## src/rtl/pgdram_pkg.sv

```systemverilog
package pgdram_pkg;

    typedef enum logic [2:0] {
        ST_IDLE,
        ST_PRECHG,
        ST_ROWSTB,
        ST_COLSTB,
        ST_RFCAS,
        ST_RFRAS,
        ST_RFREC
    } seq_state_e;

    function automatic int unsigned max2(input int unsigned a, input int unsigned b);
        return (a > b) ? a : b;
    endfunction

    function automatic int unsigned cnt_bits(input int unsigned v);
        return (v < 2) ? 1 : $clog2(v + 1);
    endfunction

endpackage

```

## src/rtl/pgdram_ref_timer.sv

```systemverilog
module pgdram_ref_timer #(
    parameter int unsigned INTERVAL = 1000
) (
    input  logic clk,
    input  logic rst,
    output logic tick
);
    import pgdram_pkg::*;

    localparam int unsigned TW = cnt_bits(INTERVAL - 1);

    logic [TW-1:0] cnt;

    always_ff @(posedge clk) begin
        if (rst) begin
            cnt <= TW'(INTERVAL - 1);
        end else if (cnt == '0) begin
            cnt <= TW'(INTERVAL - 1);
        end else begin
            cnt <= cnt - 1'b1;
        end
    end

    assign tick = (cnt == '0) && !rst;

endmodule

```

## src/rtl/pgdram_row_track.sv

```systemverilog
module pgdram_row_track #(
    parameter int unsigned ROW_W = 8
) (
    input  logic             clk,
    input  logic             rst,
    input  logic             set_en,
    input  logic [ROW_W-1:0] set_row,
    input  logic             clr,
    input  logic [ROW_W-1:0] cmp_row,
    output logic             open_o,
    output logic             hit_o
);
    logic             open_q;
    logic [ROW_W-1:0] row_q;

    always_ff @(posedge clk) begin
        if (rst) begin
            open_q <= 1'b0;
            row_q  <= '0;
        end else if (clr) begin
            open_q <= 1'b0;
        end else if (set_en) begin
            open_q <= 1'b1;
            row_q  <= set_row;
        end
    end

    assign open_o = open_q;
    assign hit_o  = open_q && (row_q == cmp_row);

endmodule

```

## src/rtl/pgdram_seq.sv

```systemverilog
module pgdram_seq #(
    parameter int unsigned ROW_W  = 8,
    parameter int unsigned COL_W  = 8,
    parameter int unsigned DATA_W = 16,
    parameter int unsigned ADDR_W = 8,
    parameter int unsigned T_RP   = 3,
    parameter int unsigned T_RCD  = 2,
    parameter int unsigned T_CAS  = 2,
    parameter int unsigned T_RFC  = 4
) (
    input  logic              clk,
    input  logic              rst,
    input  logic              ref_tick,
    input  logic              req_valid,
    output logic              req_ready,
    input  logic              req_wr,
    input  logic [ROW_W-1:0]  req_row,
    input  logic [COL_W-1:0]  req_col,
    input  logic [DATA_W-1:0] req_wdata,
    input  logic              row_open,
    input  logic              row_hit,
    output logic              row_set,
    output logic [ROW_W-1:0]  row_set_val,
    output logic              row_clr,
    output logic              ras_n,
    output logic              cas_n,
    output logic              we_n,
    output logic [ADDR_W-1:0] addr,
    output logic [DATA_W-1:0] dq_o,
    output logic              dq_oe,
    output logic              rd_cap
);
    import pgdram_pkg::*;

    localparam int unsigned TMAX = max2(max2(T_RP, T_RCD), max2(T_CAS, T_RFC));
    localparam int unsigned CW   = cnt_bits(TMAX);

    seq_state_e        st, st_n;
    logic [CW-1:0]     cnt, cnt_n;
    logic              pend, pend_n;
    logic              have, have_n;
    logic              lat_wr, lat_wr_n;
    logic [ROW_W-1:0]  lat_row, lat_row_n;
    logic [COL_W-1:0]  lat_col, lat_col_n;
    logic [DATA_W-1:0] lat_wd, lat_wd_n;
    logic              done;

    assign done = (cnt == '0);

    always_comb begin
        st_n      = st;
        cnt_n     = cnt;
        pend_n    = pend | ref_tick;
        have_n    = have;
        lat_wr_n  = lat_wr;
        lat_row_n = lat_row;
        lat_col_n = lat_col;
        lat_wd_n  = lat_wd;
        row_set   = 1'b0;
        row_clr   = 1'b0;
        rd_cap    = 1'b0;
        unique case (st)
            ST_IDLE: begin
                if (pend) begin
                    if (row_open) begin
                        st_n    = ST_PRECHG;
                        cnt_n   = CW'(T_RP - 1);
                        row_clr = 1'b1;
                    end else begin
                        st_n   = ST_RFCAS;
                        pend_n = ref_tick;
                    end
                end else if (req_valid) begin
                    have_n    = 1'b1;
                    lat_wr_n  = req_wr;
                    lat_row_n = req_row;
                    lat_col_n = req_col;
                    lat_wd_n  = req_wdata;
                    if (row_hit) begin
                        st_n  = ST_COLSTB;
                        cnt_n = CW'(T_CAS - 1);
                    end else if (row_open) begin
                        st_n    = ST_PRECHG;
                        cnt_n   = CW'(T_RP - 1);
                        row_clr = 1'b1;
                    end else begin
                        st_n    = ST_ROWSTB;
                        cnt_n   = CW'(T_RCD - 1);
                        row_set = 1'b1;
                    end
                end
            end
            ST_PRECHG: begin
                if (!done) begin
                    cnt_n = cnt - 1'b1;
                end else if (have) begin
                    st_n    = ST_ROWSTB;
                    cnt_n   = CW'(T_RCD - 1);
                    row_set = 1'b1;
                end else begin
                    st_n   = ST_RFCAS;
                    pend_n = ref_tick;
                end
            end
            ST_ROWSTB: begin
                if (!done) begin
                    cnt_n = cnt - 1'b1;
                end else begin
                    st_n  = ST_COLSTB;
                    cnt_n = CW'(T_CAS - 1);
                end
            end
            ST_COLSTB: begin
                if (!done) begin
                    cnt_n = cnt - 1'b1;
                end else begin
                    st_n   = ST_IDLE;
                    have_n = 1'b0;
                    rd_cap = !lat_wr;
                end
            end
            ST_RFCAS: begin
                st_n  = ST_RFRAS;
                cnt_n = CW'(T_RFC - 1);
            end
            ST_RFRAS: begin
                if (!done) begin
                    cnt_n = cnt - 1'b1;
                end else begin
                    st_n  = ST_RFREC;
                    cnt_n = CW'(T_RP - 1);
                end
            end
            ST_RFREC: begin
                if (!done) begin
                    cnt_n = cnt - 1'b1;
                end else begin
                    st_n = ST_IDLE;
                end
            end
            default: st_n = ST_IDLE;
        endcase
    end

    always_ff @(posedge clk) begin
        if (rst) begin
            st      <= ST_IDLE;
            cnt     <= '0;
            pend    <= 1'b1;
            have    <= 1'b0;
            lat_wr  <= 1'b0;
            lat_row <= '0;
            lat_col <= '0;
            lat_wd  <= '0;
        end else begin
            st      <= st_n;
            cnt     <= cnt_n;
            pend    <= pend_n;
            have    <= have_n;
            lat_wr  <= lat_wr_n;
            lat_row <= lat_row_n;
            lat_col <= lat_col_n;
            lat_wd  <= lat_wd_n;
        end
    end

    assign row_set_val = (st == ST_IDLE) ? req_row : lat_row;
    assign req_ready   = (st == ST_IDLE) && !pend;
    assign ras_n = !((st == ST_IDLE && row_open) || st == ST_ROWSTB ||
                     st == ST_COLSTB || st == ST_RFRAS);
    assign cas_n = !(st == ST_COLSTB || st == ST_RFCAS || st == ST_RFRAS);
    assign we_n  = !(st == ST_COLSTB && lat_wr);
    assign addr  = (st == ST_COLSTB) ? ADDR_W'(lat_col) : ADDR_W'(lat_row);
    assign dq_o  = lat_wd;
    assign dq_oe = (st == ST_COLSTB) && lat_wr;

endmodule

```

## src/rtl/pgdram_ctrl.sv

```systemverilog
module pgdram_ctrl #(
    parameter int unsigned ROW_W        = 8,
    parameter int unsigned COL_W        = 8,
    parameter int unsigned DATA_W       = 16,
    parameter int unsigned T_RP         = 3,
    parameter int unsigned T_RCD        = 2,
    parameter int unsigned T_CAS        = 2,
    parameter int unsigned T_RFC        = 4,
    parameter int unsigned REF_INTERVAL = 1000,
    localparam int unsigned ADDR_W      = pgdram_pkg::max2(ROW_W, COL_W)
) (
    input  logic                   clk,
    input  logic                   rst,
    input  logic                   req_valid,
    output logic                   req_ready,
    input  logic                   req_write,
    input  logic [ROW_W+COL_W-1:0] req_addr,
    input  logic [DATA_W-1:0]      req_wdata,
    output logic                   rsp_valid,
    output logic [DATA_W-1:0]      rsp_rdata,
    output logic [ADDR_W-1:0]      dram_addr,
    output logic                   dram_ras_n,
    output logic                   dram_cas_n,
    output logic                   dram_we_n,
    output logic [DATA_W-1:0]      dram_dq_out,
    output logic                   dram_dq_oe,
    input  logic [DATA_W-1:0]      dram_dq_in
);
    logic             ref_tick;
    logic             row_open, row_hit, row_set, row_clr, rd_cap;
    logic [ROW_W-1:0] row_set_val;
    logic [ROW_W-1:0] req_row;
    logic [COL_W-1:0] req_col;

    assign req_row = req_addr[ROW_W+COL_W-1:COL_W];
    assign req_col = req_addr[COL_W-1:0];

    pgdram_ref_timer #(.INTERVAL(REF_INTERVAL)) u_timer (
        .clk  (clk),
        .rst  (rst),
        .tick (ref_tick)
    );

    pgdram_row_track #(.ROW_W(ROW_W)) u_rows (
        .clk     (clk),
        .rst     (rst),
        .set_en  (row_set),
        .set_row (row_set_val),
        .clr     (row_clr),
        .cmp_row (req_row),
        .open_o  (row_open),
        .hit_o   (row_hit)
    );

    pgdram_seq #(
        .ROW_W(ROW_W), .COL_W(COL_W), .DATA_W(DATA_W), .ADDR_W(ADDR_W),
        .T_RP(T_RP), .T_RCD(T_RCD), .T_CAS(T_CAS), .T_RFC(T_RFC)
    ) u_seq (
        .clk         (clk),
        .rst         (rst),
        .ref_tick    (ref_tick),
        .req_valid   (req_valid),
        .req_ready   (req_ready),
        .req_wr      (req_write),
        .req_row     (req_row),
        .req_col     (req_col),
        .req_wdata   (req_wdata),
        .row_open    (row_open),
        .row_hit     (row_hit),
        .row_set     (row_set),
        .row_set_val (row_set_val),
        .row_clr     (row_clr),
        .ras_n       (dram_ras_n),
        .cas_n       (dram_cas_n),
        .we_n        (dram_we_n),
        .addr        (dram_addr),
        .dq_o        (dram_dq_out),
        .dq_oe       (dram_dq_oe),
        .rd_cap      (rd_cap)
    );

    always_ff @(posedge clk) begin
        if (rst) begin
            rsp_valid <= 1'b0;
            rsp_rdata <= '0;
        end else begin
            rsp_valid <= rd_cap;
            if (rd_cap) begin
                rsp_rdata <= dram_dq_in;
            end
        end
    end

endmodule

```

## config.mk

```make
export PLATFORM = sky130hd
export DESIGN_NAME = pgdram_ctrl
export DESIGN_NICKNAME = d
export VERILOG_FILES = /design/src/rtl/pgdram_pkg.sv /design/src/rtl/pgdram_ref_timer.sv /design/src/rtl/pgdram_row_track.sv /design/src/rtl/pgdram_seq.sv /design/src/rtl/pgdram_ctrl.sv
export SDC_FILE = /design/constraint.sdc
export NUM_CORES = 1
export LEC_CHECK = 0
export ABC_AREA = 1
export BUFFER_PORTS_ARGS = -buffer_cell sky130_fd_sc_hd__buf_2
export CAP_MARGIN = 15
export CORE_MARGIN = 2
export CORE_UTILIZATION = 52
export CTS_CLUSTER_DIAMETER = 150
export DETAILED_ROUTE_END_ITERATION = 16
export PLACE_DENSITY = 0.77
export SETUP_SLACK_MARGIN = 0.3
export SYNTH_ARGS = -nofsm -noshare
export SYNTH_HDL_FRONTEND = slang
export SYNTH_SLANG_ARGS = --single-unit
```

## constraint.sdc

```tcl
create_clock -name clk -period 2.1 [get_ports clk]
set_clock_uncertainty 0.1 [all_clocks]
set_input_delay 0.21 -clock clk [delete_from_list [all_inputs] [get_ports clk]]
set_output_delay 0.21 -clock clk [all_outputs]
set_load 0.02 [all_outputs]
```

==> impl_metrics.json, run 1 <==
{
  "via_per_inst": 5.188,
  "final_util_pct": 72.79,
  "clkTransAtPathRegs_ns": 0.08,
  "synth_area_leaders": "dfxtp_1, nor2_1, o21ai_0, nand2_1, inv_1",
  "tns_ns": 0,
  "p_per_area_nw_per_um2": 1243,
  "clock_path_buffers": 2,
  "slew_headroom_pct": 73.57,
  "ys_warn_count": 0,
  "grt_busiest_layer": "met2",
  "max_freq_mhz": 535.2,
  "grtUsageMet3_pct": 5.871,
  "drc": 0,
  "placed_area_um2": 3983,
  "routed-via-count": 3569,
  "status": "completed",
  "gp_congestion": 0.8580,
  "critPathLaunchType": "register",
  "num_io_pins": 98,
  "ys_seq_area_share_pct": 44.59,
  "cp_common_cell": "buf_6",
  "drv_cap": 0,
  "track_usage_pct": 24.48,
  "dr.pass1.iters": 5,
  "dieArea_um2": 7316,
  "grt_max_degree": 35,
  "crit_chain": "inv_4 > nor3_4 > buf_6 > nand2_2 > o21ai_2 > buf_6",
  "setup_viol": 0,
  "reg2regPathDepth": 9,
  "syn_inst": 489,
  "design_area_um2": 4648,
  "fillers": 526,
  "r2r_start": "u_seq.st[1]",
  "yosysUniqueCellTypes": 34,
  "synth_fp_nets": 545,
  "cp-endpoint": "dram_addr[7]",
  "crit_family": "flip-flops",
  "r2r-end": "u_rows.open_o",
  "path_depth": 6,
  "rsz0062_at_grt": "true",
  "fin_crit_sh_pct": 88.97,
  "hpwlAfterDp_um": 5812,
  "die_y_um": 85.54,
  "cts_root_buffer": "clkbuf_8",
  "tightest_slew_ns": 0.3934,
  "max_stage_delay_ns": 0.39,
  "met1_usage_pct": 30.14,
  "synth_area_per_cell_um2": 7.070,
  "critPathCaptureType": "output port",
  "port_buffers": 97,
  "wl_per_cell_um": 13.41,
  "worstPathMaxFanout": 5,
  "h-tree-depth": 3,
  "die_w_um": 85.54,
  "ant_nets": 0,
  "fin_nets": 662,
  "slew_viol_final": 0,
  "cts_buffers": 9,
  "crit_path_top_delay_cell": "dfxtp_4",
  "n_antenna_cell": 0,
  "yosysTopAreaCell": "dfxtp_1",
  "grt_use_met2_pct": 41.05,
  "hold_violations": 0,
  "crit_type": "register to output port",
  "startpoint": "u_seq.st[0]",
  "cts_tree": "built",
  "syn2layout_area_growth_pct": 34.46,
  "syn-cell-area_um2": 3457,
  "initialDrtViolationCount": 302,
  "first_global_vias": 3331,
  "clkSinkCount": 77,
  "grt_pass1_wl_um": 14460,
  "critPathRequiredTime_ns": 1.79,
  "drt-total-wl_um": 9224,
  "synth.ff_latch_count": 77,
  "netlist.area_leader.share_pct": 44.59,
  "globalRoute.totalOverflow": 0,
  "period_minus_slack_ns": 1.868,
  "hold_class": "primary input to register",
  "antenna_found_initial": 0,
  "rows": 29,
  "path_buf_inv": 3,
  "fp.coreArea_um2": 6386,
  "power.leakage_nw": 2.164,
  "clk_latency_ns": 0.35,
  "final_layout_size_suffix_gt1_share_pct": 30.61,
  "rrSetupSlack_ns": 0.27,
  "critPathArrivalTime_ns": 1.56,
  "ir_drop_mv": 0.7615,
  "start_util_pct": 54.13
}
[power by group]
group          switching (mW)  internal, mW  leakage, nW
combinational            1.66          1.07         1.45
clock                   0.547         0.498       0.0888
sequential              0.229          1.77        0.630
total                    2.43          3.34         2.16
[tightest hold or removal path, stage by stage]
cell	delay, ns
buf_2	0.07
o21ai_0	0.07
nor2_1	0.08
[cells in the mapped netlist (all sizes together)]
master and n:
a21oi 30, a221oi 1, a31oi 4, buf 8, clkbuf 11, dfxtp 77, ha 4, inv 53
nand2 88, nand3 7, nand4 2, nor2 110, nor3 5, nor3b 1, nor4 1, o21a 1
o21ai 78, o31ai 1, or2 2, xnor2 4, xor2 1
[how the worst min path moves through the flow]
stage | start | endpoint | slack, ns | cells past startpoint
after global routing | req_write | u_seq.lat_wr | 0.02 | 3
after global placement | u_timer.cnt[0] | u_timer.cnt[0] | 0.29 | 1
after detailed placement | u_timer.cnt[0] | u_timer.cnt[0] | 0.30 | 1
after CTS | req_wdata[15] | u_seq.dq_o[15] | 0.0003 | 3
after floorplan | req_addr[9] | u_rows.row_q[1] | 0.27 | 2
final | req_wdata[11] | u_seq.dq_o[11] | 0.01 | 3
[area by class of cell]
cell class | instances | area, um^2 | share of cell area [%]
well taps | 77 | 96.34 | 2.073
multi-input cells | 341 | 1770 | 38.09
clock buffers | 12 | 155.1 | 3.338
inverters | 53 | 214.0 | 4.603
repair buffers | 124 | 827.0 | 17.79
clock inverters | 4 | 32.53 | 0.6999
flip-flops and latches | 77 | 1553 | 33.41
[flip-flops by register name, summed over array words and instances (netlist names)]
name / count
u_timer.cnt: 10
u_rows.row_q: 8
u_seq.lat_row: 8
u_seq.cnt: 3
rsp_rdata: 16
rsp_valid: 1
u_seq.have: 1
u_seq.dq_o: 16
u_seq.st: 3
u_rows.open_o: 1
u_seq.pend: 1
u_seq.lat_wr: 1
u_seq.lat_col: 8
[metrics by stage]
step	worst slack (ns)	power (mW)	hold slack, ns	instances
floorplan	0.4482	3.571	0.2719	489
global placement	0.3042	4.024	0.2932	649
detailed placement	0.2138	4.077	0.2992	649
CTS	0.2413	5.347	0.0002591	679
global route	0.1776	6.182	0.01735	688
finish	0.2316	5.776	0.01200	688
[logic make-up after synthesis]
kind of cell	Yosys count	share of synthesized area, %
adders and majority gates	4	1.448
DFF	77	44.59
AOI/OAI and AO/OA	115	17.59
buffers and inverters	72	8.469
xor gates and xnor gates	5	1.267
and+or+nand+nor	216	26.64
[metal layers]
metal | wire length (um) | share of wire [%] | vias up
li1 | - | - | 1799
met2 | 4556 | 49 | 161
met4 | 195 | 2.1 | 0
met1 | 3791 | 41 | 1584
met5 | 0 | 0 | -
met3 | 680 | 7.4 | 25
[layout by cell type, fill, tap and decap left out, types with 10 or more instances in the layout]
cell,instances
buf_6,15
a21oi_1,27
nor2_1,104
dfxtp_1,74
inv_1,44
o21ai_0,59
buf_4,15
clkbuf_8,11
nand2_1,74
o21ai_2,10
buf_2,85
[timing repair]
| action | CTS | global route |
|---|---|---|
| setup endpoints to repair | 35 | 53 |
| hold endpoints to repair | 5 | 1 |
| gates cloned | 2 | 1 |
| pin swaps | 3 | 5 |
| buffers inserted | 7 | 7 |
| gates resized for setup | 33 | 65 |
| hold buffers | 5 | 1 |
No activity file was read; power rests on OpenSTA's default activity.
==> run 2: changes to the inputs <==
CORE_UTILIZATION = 54   (was 52)
CTS_BUF_LIST = sky130_fd_sc_hd__clkbuf_4 sky130_fd_sc_hd__clkbuf_8   (was not set)
HOLD_SLACK_MARGIN = 0.15   (was not set)
PLACE_DENSITY = 0.79   (was 0.77)
==> impl_metrics.json, run 2 (synthesis gave the netlist of run 1 again) <==
{
  "status": "completed",
  "ant_nets": 0,
  "port_buffers": 97,
  "hpwlAfterDp_um": 5872,
  "grtUsageMet3_pct": 9.594,
  "crit_family": "flip-flops",
  "path_buf_inv": 3,
  "final_util_pct": 79.69,
  "grt_max_degree": 43,
  "critPathCaptureType": "output port",
  "first_global_vias": 3669,
  "met1_usage_pct": 34.91,
  "period_minus_slack_ns": 1.854,
  "wl_per_cell_um": 14.57,
  "comb_power_share_pct": 43.9,
  "cts_root_buffer": "clkbuf_8",
  "start_util_pct": 55.07,
  "clkSinkCount": 77,
  "syn2layout_area_growth_pct": 44.70,
  "track_usage_pct": 28.96,
  "ir_drop_mv": 0.9142,
  "clock_path_buffers": 2,
  "power.leakage_nw": 2.306,
  "globalRoute.totalOverflow": 0,
  "crit_path_top_delay_cell": "dfxtp_4",
  "routed-via-count": 3795,
  "tightest_slew_ns": 0.3617,
  "crit_type": "register to output port",
  "fin_nets": 700,
  "grt_use_met2_pct": 46.69,
  "fp.coreArea_um2": 6277,
  "critPathRequiredTime_ns": 1.79,
  "hold_violations": 0,
  "grt_busiest_layer": "met2",
  "die_y_um": 84.01,
  "p_switching_mw": 2.412,
  "swShare_pct": 41.31,
  "via_per_inst": 5.220,
  "num_io_pins": 98,
  "drv_cap": 0,
  "die_w_um": 84.01,
  "setup_viol": 0,
  "clock_power_share_pct": 21.4,
  "internal_power_mw": 3.427,
  "slew_headroom_pct": 75.88,
  "drt-total-wl_um": 10590,
  "final_layout_size_suffix_gt1_share_pct": 27.43,
  "path_depth": 6,
  "gp_congestion": 0.9225,
  "worstPathMaxFanout": 7,
  "initialDrtViolationCount": 319,
  "power_frac_seq_pct": 34.6,
  "cp_common_cell": "buf_6",
  "cts_buffers": 9,
  "dr.pass1.iters": 5,
  "rsz0062_at_grt": "true",
  "fin_crit_sh_pct": 88.27,
  "max_freq_mhz": 539.5,
  "dieArea_um2": 7058,
  "critPathArrivalTime_ns": 1.54,
  "clk_latency_ns": 0.36,
  "slew_viol_final": 0,
  "clkTransAtPathRegs_ns": 0.08,
  "h-tree-depth": 3,
  "p_per_area_nw_per_um2": 1167,
  "reg2regPathDepth": 8,
  "layout_common_cells": "nor2_1, buf_2, nand2_1, dfxtp_1, o21ai_0",
  "drc": 0,
  "tns_ns": 0,
  "final_common_cell": "nor2_1",
  "max_stage_delay_ns": 0.43,
  "rows": 29,
  "fillers": 408,
  "whs_path_depth": 1,
  "antenna_found_initial": 1,
  "critPathLaunchType": "register",
  "grt_pass1_wl_um": 16600,
  "holdWs_ns": 0.3253,
  "hold_class": "register to register",
  "cts_tree": "built",
  "crit_chain": "inv_4 > nor3_4 > buf_6 > nand2_2 > o21ai_2 > buf_6"
}
[run 2: cell types whose count changed in the layout (fill, tap and decap cells not counted), sizes merged]
cell	previous run	this run
dlygate4sd3	6	51
clkbuf	12	9
diode	0	1
nand2	89	88
bufinv	0	2
clkinv	3	2
buf	118	112
inv	52	54
[run 2: what timing repair did]
| action | CTS | global route |
|---|---|---|
| gates cloned | 1 | 0 |
| endpoints found under the setup margin | 27 | 40 |
| gates resized for setup | 29 | 50 |
| pin swaps | 1 | 4 |
| setup buffers | 4 | 4 |
| hold buffers | 51 | 0 |
| endpoints found under the hold margin | 59 | 0 |
[run 2: layer usage]
metal | vias up | wire length [um] | part of all wire (%)
met1 | 1740 | 4443 | 42
met2 | 154 | 5071 | 48
met4 | 0 | 308 | 2.9
li1 | 1870 | - | -
met5 | - | 0 | 0
met3 | 31 | 767 | 7.2
[run 2: worst register-to-register path, cell delays in order, from the launching register on]
cell and delay, ns:
dfxtp_4 0.39, nor2_8 0.16, nand2_8 0.13, nor2_8 0.16, nand2_8 0.09, o21ai_4 0.26, buf_4 0.16, o21ai_0 0.06
a31oi_1 0.16
[run 2: cell type report]
class / count / area [um^2] / area share, %
Clock inverter: 7 / 97.59 / 1.951
Clock buffer: 9 / 123.9 / 2.476
Sequential cell: 77 / 1553 / 31.04
Tap cell: 77 / 96.34 / 1.926
Timing Repair Buffer: 163 / 1194 / 23.86
Inverter: 53 / 211.5 / 4.227
Antenna cell: 1 / 2.502 / 0.05002
Multi-Input combinational cell: 340 / 1724 / 34.47
[run 2: power by group through the flow]
stage | Sequential, mW | Combinational (mW) | Clock [mW]
after floorplan | 2.07 | 1.50 | 0
after global placement | 2.00 | 2.04 | 0
after detailed placement | 2.01 | 2.10 | 0
after CTS | 2.00 | 2.29 | 1.25
after global routing | 2.05 | 2.82 | 1.33
final | 2.02 | 2.56 | 1.25
[run 2: final timing paths]
kind                                startpoint              end  slack, ns
worst max register to register     u_seq.st[0]  u_rows.row_q[2]       0.36
worst min register to register  u_timer.cnt[0]   u_timer.cnt[0]       0.33
worst min-delay path            u_timer.cnt[0]   u_timer.cnt[0]       0.33
worst max-delay path               u_seq.st[0]     dram_addr[7]       0.25
[run 2: per-stage QoR]
stage                     cells  setup slack, ns  cell area [um^2]  power, mW
after floorplan             489           0.4482              3457      3.571
after global placement      650           0.3424              4003      4.048
after detailed placement    650           0.2918              4003      4.116
after CTS                   722           0.2364              4827      5.546
after global routing        727           0.1858              5002      6.207
final                       727           0.2464              5002      5.839
==> run 3: changes to the inputs <==
BUFFER_PORTS_ARGS = not set   (was -buffer_cell sky130_fd_sc_hd__buf_2)
CORE_UTILIZATION = 56   (was 54)
DONT_BUFFER_PORTS = 1   (was not set)
PLACE_DENSITY = 0.68   (was 0.79)
==> impl_metrics.json, run 3 (synthesis gave the netlist of run 1 again) <==
{
  "initialDrtViolationCount": 199,
  "power.leakage_nw": 1.985,
  "antenna_found_initial": 0,
  "gp_congestion": 0.9013,
  "wl_per_cell_um": 14.60,
  "dr.pass1.iters": 5,
  "start_util_pct": 58.05,
  "cts_buffers": 9,
  "clkSinkCount": 77,
  "worst_slack_ns": 0.2041,
  "fillers": 445,
  "multi_input_area_um2": 1730,
  "final_common_cell": "nor2_1",
  "grt_max_degree": 39,
  "critPathLaunchType": "register",
  "critPathArrivalTime_ns": 1.59,
  "whs_path_depth": 7,
  "critPathRequiredTime_ns": 1.79,
  "p_per_area_nw_per_um2": 1206,
  "clock_path_buffers": 2,
  "cts_tree": "built",
  "rows": 28,
  "regArea_um2": 1553,
  "die_y_um": 82.57,
  "track_usage_pct": 27.22,
  "drt-total-wl_um": 9359,
  "setup_viol": 0,
  "port_buffers": 0,
  "dp_cells": 559,
  "worstPathMaxFanout": 7,
  "period_minus_slack_ns": 1.896,
  "final_layout_size_suffix_gt1_share_pct": 16.08,
  "slew_viol_final": 0,
  "layout_common_cells": "nor2_1, nand2_1, dfxtp_1, o21ai_0, dlygate4sd3_1",
  "h-tree-depth": 3,
  "grt_pass1_wl_um": 14150,
  "clkTransAtPathRegs_ns": 0.09,
  "die_w_um": 82.57,
  "tns_ns": 0,
  "via_per_inst": 5.248,
  "instances_no_fill": 641,
  "power_mw": 5.538,
  "reg2regPathDepth": 8,
  "hold_class": "primary input to register",
  "status": "completed",
  "num_io_pins": 98,
  "cts_root_buffer": "clkbuf_8",
  "drc": 0,
  "dieArea_um2": 6818,
  "ant_nets": 0,
  "tightest_slew_ns": 0.5565,
  "crit_type": "register to output port",
  "clk_latency_ns": 0.34,
  "fin_nets": 617,
  "routed-via-count": 3364,
  "first_global_vias": 3183,
  "hpwlAfterDp_um": 5645,
  "ir_drop_mv": 0.9133,
  "rsz0062_at_grt": "true",
  "hold_violations": 0,
  "drv_cap": 0,
  "post-place-ws_ns": 0.2679,
  "n_antenna_cell": 0,
  "fp.coreArea_um2": 5956,
  "fin_crit_sh_pct": 90.28,
  "max_freq_mhz": 527.4,
  "slew_headroom_pct": 62.86,
  "critPathCaptureType": "output port",
  "syn2layout_area_growth_pct": 32.83,
  "rrSetupSlack_ns": 0.39,
  "globalRoute.totalOverflow": 0
}
run 3: changes by cell type in the layout (fill, tap and decap cells not counted), sizes merged:
cell      delta
bufinv       -2
clkbuf       +3
buf         -83
diode        -1
clkinvlp     -1
run 3: timing repair:
action,4_1_cts,5_1_grt
hold endpoints to repair,67,0
gates resized for setup,32,39
endpoints found under the setup margin,16,40
setup buffers,4,8
hold buffers,51,0
gates cloned,2,1
pin swaps,1,5
run 3: cell type report:
type | count | share of cell area (%)
multi-input cells | 340 | 37.68
flip-flops and latches | 77 | 33.81
repair buffers | 80 | 17.66
inverters | 53 | 4.550
clock buffers | 12 | 3.597
well taps | 75 | 2.044
clock inverters | 4 | 0.6540
run 3: power breakdown:
part	switching (mW)	internal (mW)
logic	1.37	0.911
registers	0.386	1.78
clock network	0.560	0.531
total	2.32	3.22
run 3: per-stage QoR:
step	utilization, %	hold slack (ns)	cell area (um^2)
final	77.10	0.2465	4592
after global routing	77.10	0.2827	4592
after CTS	73.84	0.2184	4398
after detailed placement	60.02	0.1778	3575
after global placement	60.02	0.1747	3575
after floorplan	-	0.2719	3457
run 3: worst paths after layout:
check                                    start              end
worst max-delay path               u_seq.st[0]     dram_addr[6]
worst min-delay path              req_addr[15]    u_rows.open_o
worst max register to register     u_seq.st[0]  u_rows.row_q[4]
worst min register to register  u_timer.cnt[0]   u_timer.cnt[0]
run 3: layer usage:
metal | track usage (%) | share of wire, % | vias up
li1 | - | - | 1702
met1 | 31.49 | 42 | 1531
met2 | 48.79 | 50 | 113
met3 | 6.413 | 6.1 | 18
met4 | 9.836 | 1.8 | 0
met5 | 0 | 0 | -
run 3: critical path, stage by stage (launching register included):
cell	delay (ns)
dfxtp_4	0.42
inv_2	0.06
nor3_4	0.20
buf_6	0.15
buf_6	0.12
nand2_2	0.05
o21ai_1	0.08
buf_4	0.16
